File: src/rtl/mmtc_pkg.sv
package mmtc_pkg;

    parameter int unsigned BYTE_W   = 8;
    parameter int unsigned NARROW_W = 13;

    typedef enum logic [1:0] {
        MODE_13B  = 2'd0,
        MODE_16B  = 2'd1,
        MODE_8RL  = 2'd2,
        MODE_HOLD = 2'd3
    } cnt_mode_e;

    typedef struct packed {
        logic [BYTE_W-1:0] lo;
        logic [BYTE_W-1:0] hi;
        logic              flag;
    } core_st_t;

    typedef struct packed {
        logic smp;
        logic pend;
    } pin_st_t;

endpackage

File: src/rtl/mmtc_tick_gen.sv
module mmtc_tick_gen #(
    parameter int unsigned CLKS_PER_CYCLE = 12
) (
    input  logic clk,
    input  logic rst_n,
    output logic tick_o
);
    localparam int unsigned PW = (CLKS_PER_CYCLE > 1) ? $clog2(CLKS_PER_CYCLE) : 1;
    localparam logic [PW-1:0] LAST = PW'(CLKS_PER_CYCLE - 1);

    logic [PW-1:0] cnt_d, cnt_q;

    always_comb begin
        if (cnt_q == LAST) cnt_d = '0;
        else               cnt_d = cnt_q + PW'(1);
    end

    always_ff @(posedge clk or negedge rst_n) begin
        if (!rst_n) cnt_q <= '0;
        else        cnt_q <= cnt_d;
    end

    assign tick_o = (cnt_q == LAST);
endmodule

File: src/rtl/mmtc_pin_sampler.sv
module mmtc_pin_sampler
    import mmtc_pkg::*;
(
    input  logic clk,
    input  logic rst_n,
    input  logic tick_i,
    input  logic pin_i,
    output logic fall_pend_o
);
    pin_st_t st_d, st_q;

    // One sample per machine cycle; an edge found at one strobe is
    // presented until the next strobe, where the core may consume it.
    always_comb begin
        st_d = st_q;
        if (tick_i) begin
            st_d.smp  = pin_i;
            st_d.pend = st_q.smp & ~pin_i;
        end
    end

    always_ff @(posedge clk or negedge rst_n) begin
        if (!rst_n) st_q <= '0;
        else        st_q <= st_d;
    end

    assign fall_pend_o = st_q.pend;
endmodule

File: src/rtl/mmtc_count_core.sv
module mmtc_count_core
    import mmtc_pkg::*;
(
    input  logic              clk,
    input  logic              rst_n,
    input  logic              tick_i,
    input  logic              count_ok_i,
    input  logic              ext_sel_i,
    input  cnt_mode_e         mode_i,
    input  logic              fall_pend_i,
    input  logic              load_lo_we_i,
    input  logic              load_hi_we_i,
    input  logic [BYTE_W-1:0] load_data_i,
    input  logic              ack_i,
    output logic [BYTE_W-1:0] lo_o,
    output logic [BYTE_W-1:0] hi_o,
    output logic              flag_o,
    output logic              step_o,
    output logic              ovf_o
);
    localparam int unsigned WIDE_W = 2 * BYTE_W;
    localparam int unsigned LOW_W  = NARROW_W - BYTE_W;

    core_st_t            st_d, st_q;
    logic [NARROW_W-1:0] v13;
    logic [NARROW_W:0]   n13;
    logic [WIDE_W:0]     n16;
    logic                load_any;

    always_comb begin
        st_d     = st_q;
        ovf_o    = 1'b0;
        v13      = {st_q.hi, st_q.lo[LOW_W-1:0]};
        n13      = {1'b0, v13} + (NARROW_W+1)'(1);
        n16      = {1'b0, st_q.hi, st_q.lo} + (WIDE_W+1)'(1);
        load_any = load_lo_we_i | load_hi_we_i;
        step_o   = tick_i && count_ok_i && !load_any && (mode_i != MODE_HOLD)
                   && (ext_sel_i ? fall_pend_i : 1'b1);

        if (load_lo_we_i) st_d.lo = load_data_i;
        if (load_hi_we_i) st_d.hi = load_data_i;

        if (step_o) begin
            case (mode_i)
                MODE_13B: begin
                    st_d.lo = {st_q.lo[BYTE_W-1:LOW_W], n13[LOW_W-1:0]};
                    st_d.hi = n13[NARROW_W-1:LOW_W];
                    ovf_o   = n13[NARROW_W];
                end
                MODE_16B: begin
                    st_d.lo = n16[BYTE_W-1:0];
                    st_d.hi = n16[WIDE_W-1:BYTE_W];
                    ovf_o   = n16[WIDE_W];
                end
                MODE_8RL: begin
                    if (&st_q.lo) begin
                        st_d.lo = st_q.hi;
                        ovf_o   = 1'b1;
                    end else begin
                        st_d.lo = st_q.lo + BYTE_W'(1);
                    end
                end
                default: ;
            endcase
        end

        if (ovf_o)      st_d.flag = 1'b1;
        else if (ack_i) st_d.flag = 1'b0;
    end

    always_ff @(posedge clk or negedge rst_n) begin
        if (!rst_n) st_q <= '0;
        else        st_q <= st_d;
    end

    assign lo_o   = st_q.lo;
    assign hi_o   = st_q.hi;
    assign flag_o = st_q.flag;
endmodule

File: src/rtl/mmtc_channel.sv
module mmtc_channel
    import mmtc_pkg::*;
#(
    parameter int unsigned CLKS_PER_CYCLE = 12
) (
    input  logic              clk,
    input  logic              rst_n,
    input  logic              run_en,
    input  logic              gate_en,
    input  logic              gate_pin,
    input  logic              ext_sel,
    input  logic [1:0]        mode_sel,
    input  logic              ext_pin,
    input  logic              irq_en,
    input  logic              load_lo_we,
    input  logic              load_hi_we,
    input  logic [BYTE_W-1:0] load_data,
    input  logic              ovf_ack,
    output logic [BYTE_W-1:0] count_lo,
    output logic [BYTE_W-1:0] count_hi,
    output logic              ovf_flag,
    output logic              irq
);
    logic tick_w;
    logic fall_w;
    logic step_w;
    logic ovf_w;
    logic count_ok;

    assign count_ok = run_en & (~gate_en | gate_pin);

    mmtc_tick_gen #(.CLKS_PER_CYCLE(CLKS_PER_CYCLE)) u_tick (
        .clk    (clk),
        .rst_n  (rst_n),
        .tick_o (tick_w)
    );

    mmtc_pin_sampler u_pin (
        .clk         (clk),
        .rst_n       (rst_n),
        .tick_i      (tick_w),
        .pin_i       (ext_pin),
        .fall_pend_o (fall_w)
    );

    mmtc_count_core u_core (
        .clk          (clk),
        .rst_n        (rst_n),
        .tick_i       (tick_w),
        .count_ok_i   (count_ok),
        .ext_sel_i    (ext_sel),
        .mode_i       (cnt_mode_e'(mode_sel)),
        .fall_pend_i  (fall_w),
        .load_lo_we_i (load_lo_we),
        .load_hi_we_i (load_hi_we),
        .load_data_i  (load_data),
        .ack_i        (ovf_ack),
        .lo_o         (count_lo),
        .hi_o         (count_hi),
        .flag_o       (ovf_flag),
        .step_o       (step_w),
        .ovf_o        (ovf_w)
    );

    assign irq = ovf_flag & irq_en;
endmodule

File: config.mk
export PLATFORM = sky130hd
export DESIGN_NAME = mmtc_channel
export DESIGN_NICKNAME = d
export VERILOG_FILES = /design/src/rtl/mmtc_pkg.sv /design/src/rtl/mmtc_tick_gen.sv /design/src/rtl/mmtc_pin_sampler.sv /design/src/rtl/mmtc_count_core.sv /design/src/rtl/mmtc_channel.sv
export SDC_FILE = /design/constraint.sdc
export NUM_CORES = 1
export LEC_CHECK = 0
export ABC_AREA = 1
export BUFFER_PORTS_ARGS = -buffer_cell sky130_fd_sc_hd__buf_2
export CORE_ASPECT_RATIO = 0.75
export CORE_MARGIN = 1
export CORE_UTILIZATION = 57
export DETAILED_ROUTE_END_ITERATION = 16
export GPL_ROUTABILITY_DRIVEN = 1
export GPL_TIMING_DRIVEN = 0
export PLACE_DENSITY = 0.82
export SYNTH_ARGS = -nofsm -noshare
export SYNTH_HDL_FRONTEND = slang
export SYNTH_SLANG_ARGS = --single-unit
File: constraint.sdc
create_clock -name clk -period 3.2 [get_ports clk]
set_input_delay 0.64 -clock clk [delete_from_list [all_inputs] [get_ports clk]]
set_output_delay 0.64 -clock clk [all_outputs]
set_load 0.02 [all_outputs]
==> results_dict.tcl <==
set metrics [dict create \
    final_period_utilization_pct 57.27 \
    tightest_pin_transition_ns 0.6751 \
    vdd_drop_max_uv 226.7 \
    num_vias 2156 \
    grt_pass1_wl_um 8790 \
    number_of_non_filler_instances_in_the_completed_layout 394 \
    dominantRegCellSynth "sky130_fd_sc_hd__dfrtp_1" \
    mappedNetlistArea_um2 1927 \
    number_of_antenna_violations_at_the_first_check_in_global_routing 0 \
    grt_start_max_net_pins 24 \
    final_hold_viol_count 0 \
    clk_root_buffer_cell "sky130_fd_sc_hd__clkbuf_8" \
    critical-path-top-cell-by-count "sky130_fd_sc_hd__nand2_1" \
    globalRouteOverflowTotal 0 \
    synth-async-reset-ratio_pct 100.0 \
    synth_seq_area_share_pct 29.87 \
    sequential_power_share_pct 46.8 \
    cts.sinks 23 \
    yosys-top-cells-area "sky130_fd_sc_hd__dfrtp_1 30%, sky130_fd_sc_hd__nand2_1 22%, sky130_fd_sc_hd__nand3_1 8.6%" \
    tritoncts "done" \
    kind_of_critical_path "reg -> reg" \
    critical_path.endpoint_type "register" \
    cap_violations 0 \
    post-route-worst-setup-slack_ns 1.367 \
    grt_setup_unrepaired "false" \
    area_delta_synth_final_pct 14.61 \
    synth-edff-count 0 \
    p_leak_nw 1.177 \
    worstSkewPairLatency_ns 0.27 \
    run_status "complete, no violations" \
    cts_hold_buf 0 \
    routed_wire_length_um 5268 \
    routabilityCongestion 0.9859 \
    delay_of_the_slowest_cell_on_the_worst_path_ns 0.49 \
    drc 0 \
    number_of_diodes 0 \
    critical_path_arrival_ns 2.01 \
    cpMaxStageDelayCell "sky130_fd_sc_hd__dfrtp_1" \
    synth_warnings 0 \
    number_of_buffers_between_clock_root_and_the_deepest_sink 2 \
    hp-class "in -> async" \
    post_route_cells_drive_above_1_share_pct 19.66 \
    switching_power_w 0.0002653 \
    synth_fp_nets 338 \
    worst-path-max-fanout 7 \
    die_x_um 69.14 \
    synth.top_cells.by_count "115 x sky130_fd_sc_hd__nand2_1, 33 x sky130_fd_sc_hd__nand3_1, 29 x sky130_fd_sc_hd__inv_1" \
    firstDrtPassIters 5 \
    synthCells 315 \
    rows 17 \
    synth_area_leader_cell "sky130_fd_sc_hd__dfrtp_1" \
    intPower_w 0.0004672 \
    post_synth.cell_area_avg_um2 6.117 \
    relative_contribution_of_the_clock_network_to_total_power_pct 26.7 \
    cp-start-kind "register" \
    post_detailed_route_count_of_antenna_violating_nets 0 \
    placedCellCount 390 \
    switching_power_share_of_the_total_pct 36.21 \
    worst_hold_slack_ns 0.3291 \
    tns_ns 0 \
    ys_seq_elements 23 \
    grt.total_usage_pct 31.53 \
    core_area_um2 3084 \
    worst_setup_hold_path_clk_slew_ns 0.09 \
    yosys.area.top_type_share_pct 29.87 \
    io_pins 39 \
    ctsResizeCount 0 \
    post_synth_num_cell_types 30 \
    power_w 0.0007325 \
    floorplan.die_area_um2 3619 \
    p_comb_share_pct 26.5 \
    mean_number_of_vias_per_cell 5.472 \
    cts.repair_timing.setup_buffer_count 0 \
    grt_pass1_vias 1823 \
    worst_ep_required_time_ns 3.38 \
    synth.most_common_cell "sky130_fd_sc_hd__nand2_1" \
    nets 380 \
    wl_per_cell_um 13.37 \
    timing.critical_path.cells "ha_1 -> nand2_2 -> nor2_4 -> nand2_1 -> nor2_1 -> nand3_1 -> nand2_1 -> nand2_1 -> nand2_1 -> nand2_1" \
    detail_route.iter0.violations 254 \
    final_period_minus_worst_setup_slack_ns 1.833 \
    worst_slew_margin_rel_pct 54.83 \
    slew_viol_final 0 \
    worst_clk_skew_ns 0.003100 \
    setup_viol 0 \
    cts_htree_levels 1 \
    cts_buffers 3 \
    clock.fmax_mhz 545.7 \
    io_buffers 37 \
    floorplan.initialDensity_pct 62.47 \
    chipHeight_um 52.35 \
    power.density_nw_per_um2 331.7 \
    hpwl_um 4050 \
    placement.setup.worst_slack_ns 1.263 \
]
per-stage QoR:
stage	cell area (um^2)	utilization, %
finish	2208	71.60
global route	2208	71.60
CTS	2208	71.60
detailed placement	2160	70.02
global placement	2160	70.02
floorplan	1927	-
cell usage in the layout, fill, tap and decap left out, drive strengths merged:
cell type and count:
o211ai 1, ha 2, or2 3, buf 46, clkinvlp 1, nand3 34
o21ai 27, clkbuf 4, xor2 1, nor2 37, a22o 1, clkinv 1
a21oi 16, nand4 5, inv 33, nand3b 1, and2 1, dfrtp 23
xnor2 1, nand2 118
registers in the layout (all words and copies together), names as in the netlist:
name               flops
u_core.lo_o            8
u_pin.fall_pend_o      1
u_core.hi_o            8
u_tick.cnt_q           4
u_core.flag_o          1
u_pin.st_q             1
cell type report:
class,count,area (um^2)
inverter,34,132.6
multi-input combinational,248,1144
sequential,23,575.6
clock buffer,3,41.29
timing repair buffer,37,185.2
buffer,10,75.07
tap,38,47.55
fill,277,875.8
clock inverter,1,7.507
path summary, 6_finish.rpt:
path                                           startpoint                    endpoint  slack [ns]  cells after the start
worst max-delay path             u_core.lo_o[0]$_DFF_PN0_    u_core.hi_o[7]$_DFF_PN0_        1.37                     10
worst min-delay path                                rst_n  u_core.lo_o[6]$_DFFE_PN0P_        0.33                      1
worst max register to register   u_core.lo_o[0]$_DFF_PN0_    u_core.hi_o[7]$_DFF_PN0_        1.37                     10
worst min register to register  u_tick.cnt_q[0]$_DFF_PN0_   u_tick.cnt_q[0]$_DFF_PN0_        0.47                      1
max in group asynchronous                           rst_n   u_core.flag_o$_DFFE_PN0P_        2.52                      1
min in group clk                u_tick.cnt_q[0]$_DFF_PN0_   u_tick.cnt_q[0]$_DFF_PN0_        0.47                      1
critical path: cells and delay by family (launching register included):
kind                     cells  cell delay (ns)
AND/OR/NAND/NOR              9             1.00
flip-flops                   1             0.49
adder cells (fa/ha/maj)      1             0.22
power by group through the flow:
stage	combinational, W	sequential [W]	clock (W)
floorplan	0.000106	0.000364	0
global placement	0.000191	0.000347	0
detailed placement	0.000192	0.000348	0
CTS	0.000193	0.000342	0.000197
global route	0.000219	0.000346	0.000207
finish	0.000194	0.000343	0.000195
routing by layer:
metal | share of wire [%] | GRT usage (%)
met1 | 49 | 47.37
met2 | 42 | 47.73
met3 | 9.0 | 5.000
met4 | 0.76 | 6.122
met5 | 0 | 0
kinds of logic (layout without fill, tap and decap cells):
| group | after synthesis | after routing | synth area share [%] |
|---|---|---|---|
| buffers and inverters | 44 | 85 | 10.78 |
| adder cells (fa/ha/maj) | 2 | 2 | 1.298 |
| XOR/XNOR | 2 | 2 | 0.9093 |
| AO/OA/AOI/OAI | 45 | 45 | 12.21 |
| AND/OR/NAND/NOR | 199 | 199 | 44.94 |
| flip-flops | 23 | 23 | 29.87 |
(Power assumes the default switching activity.)
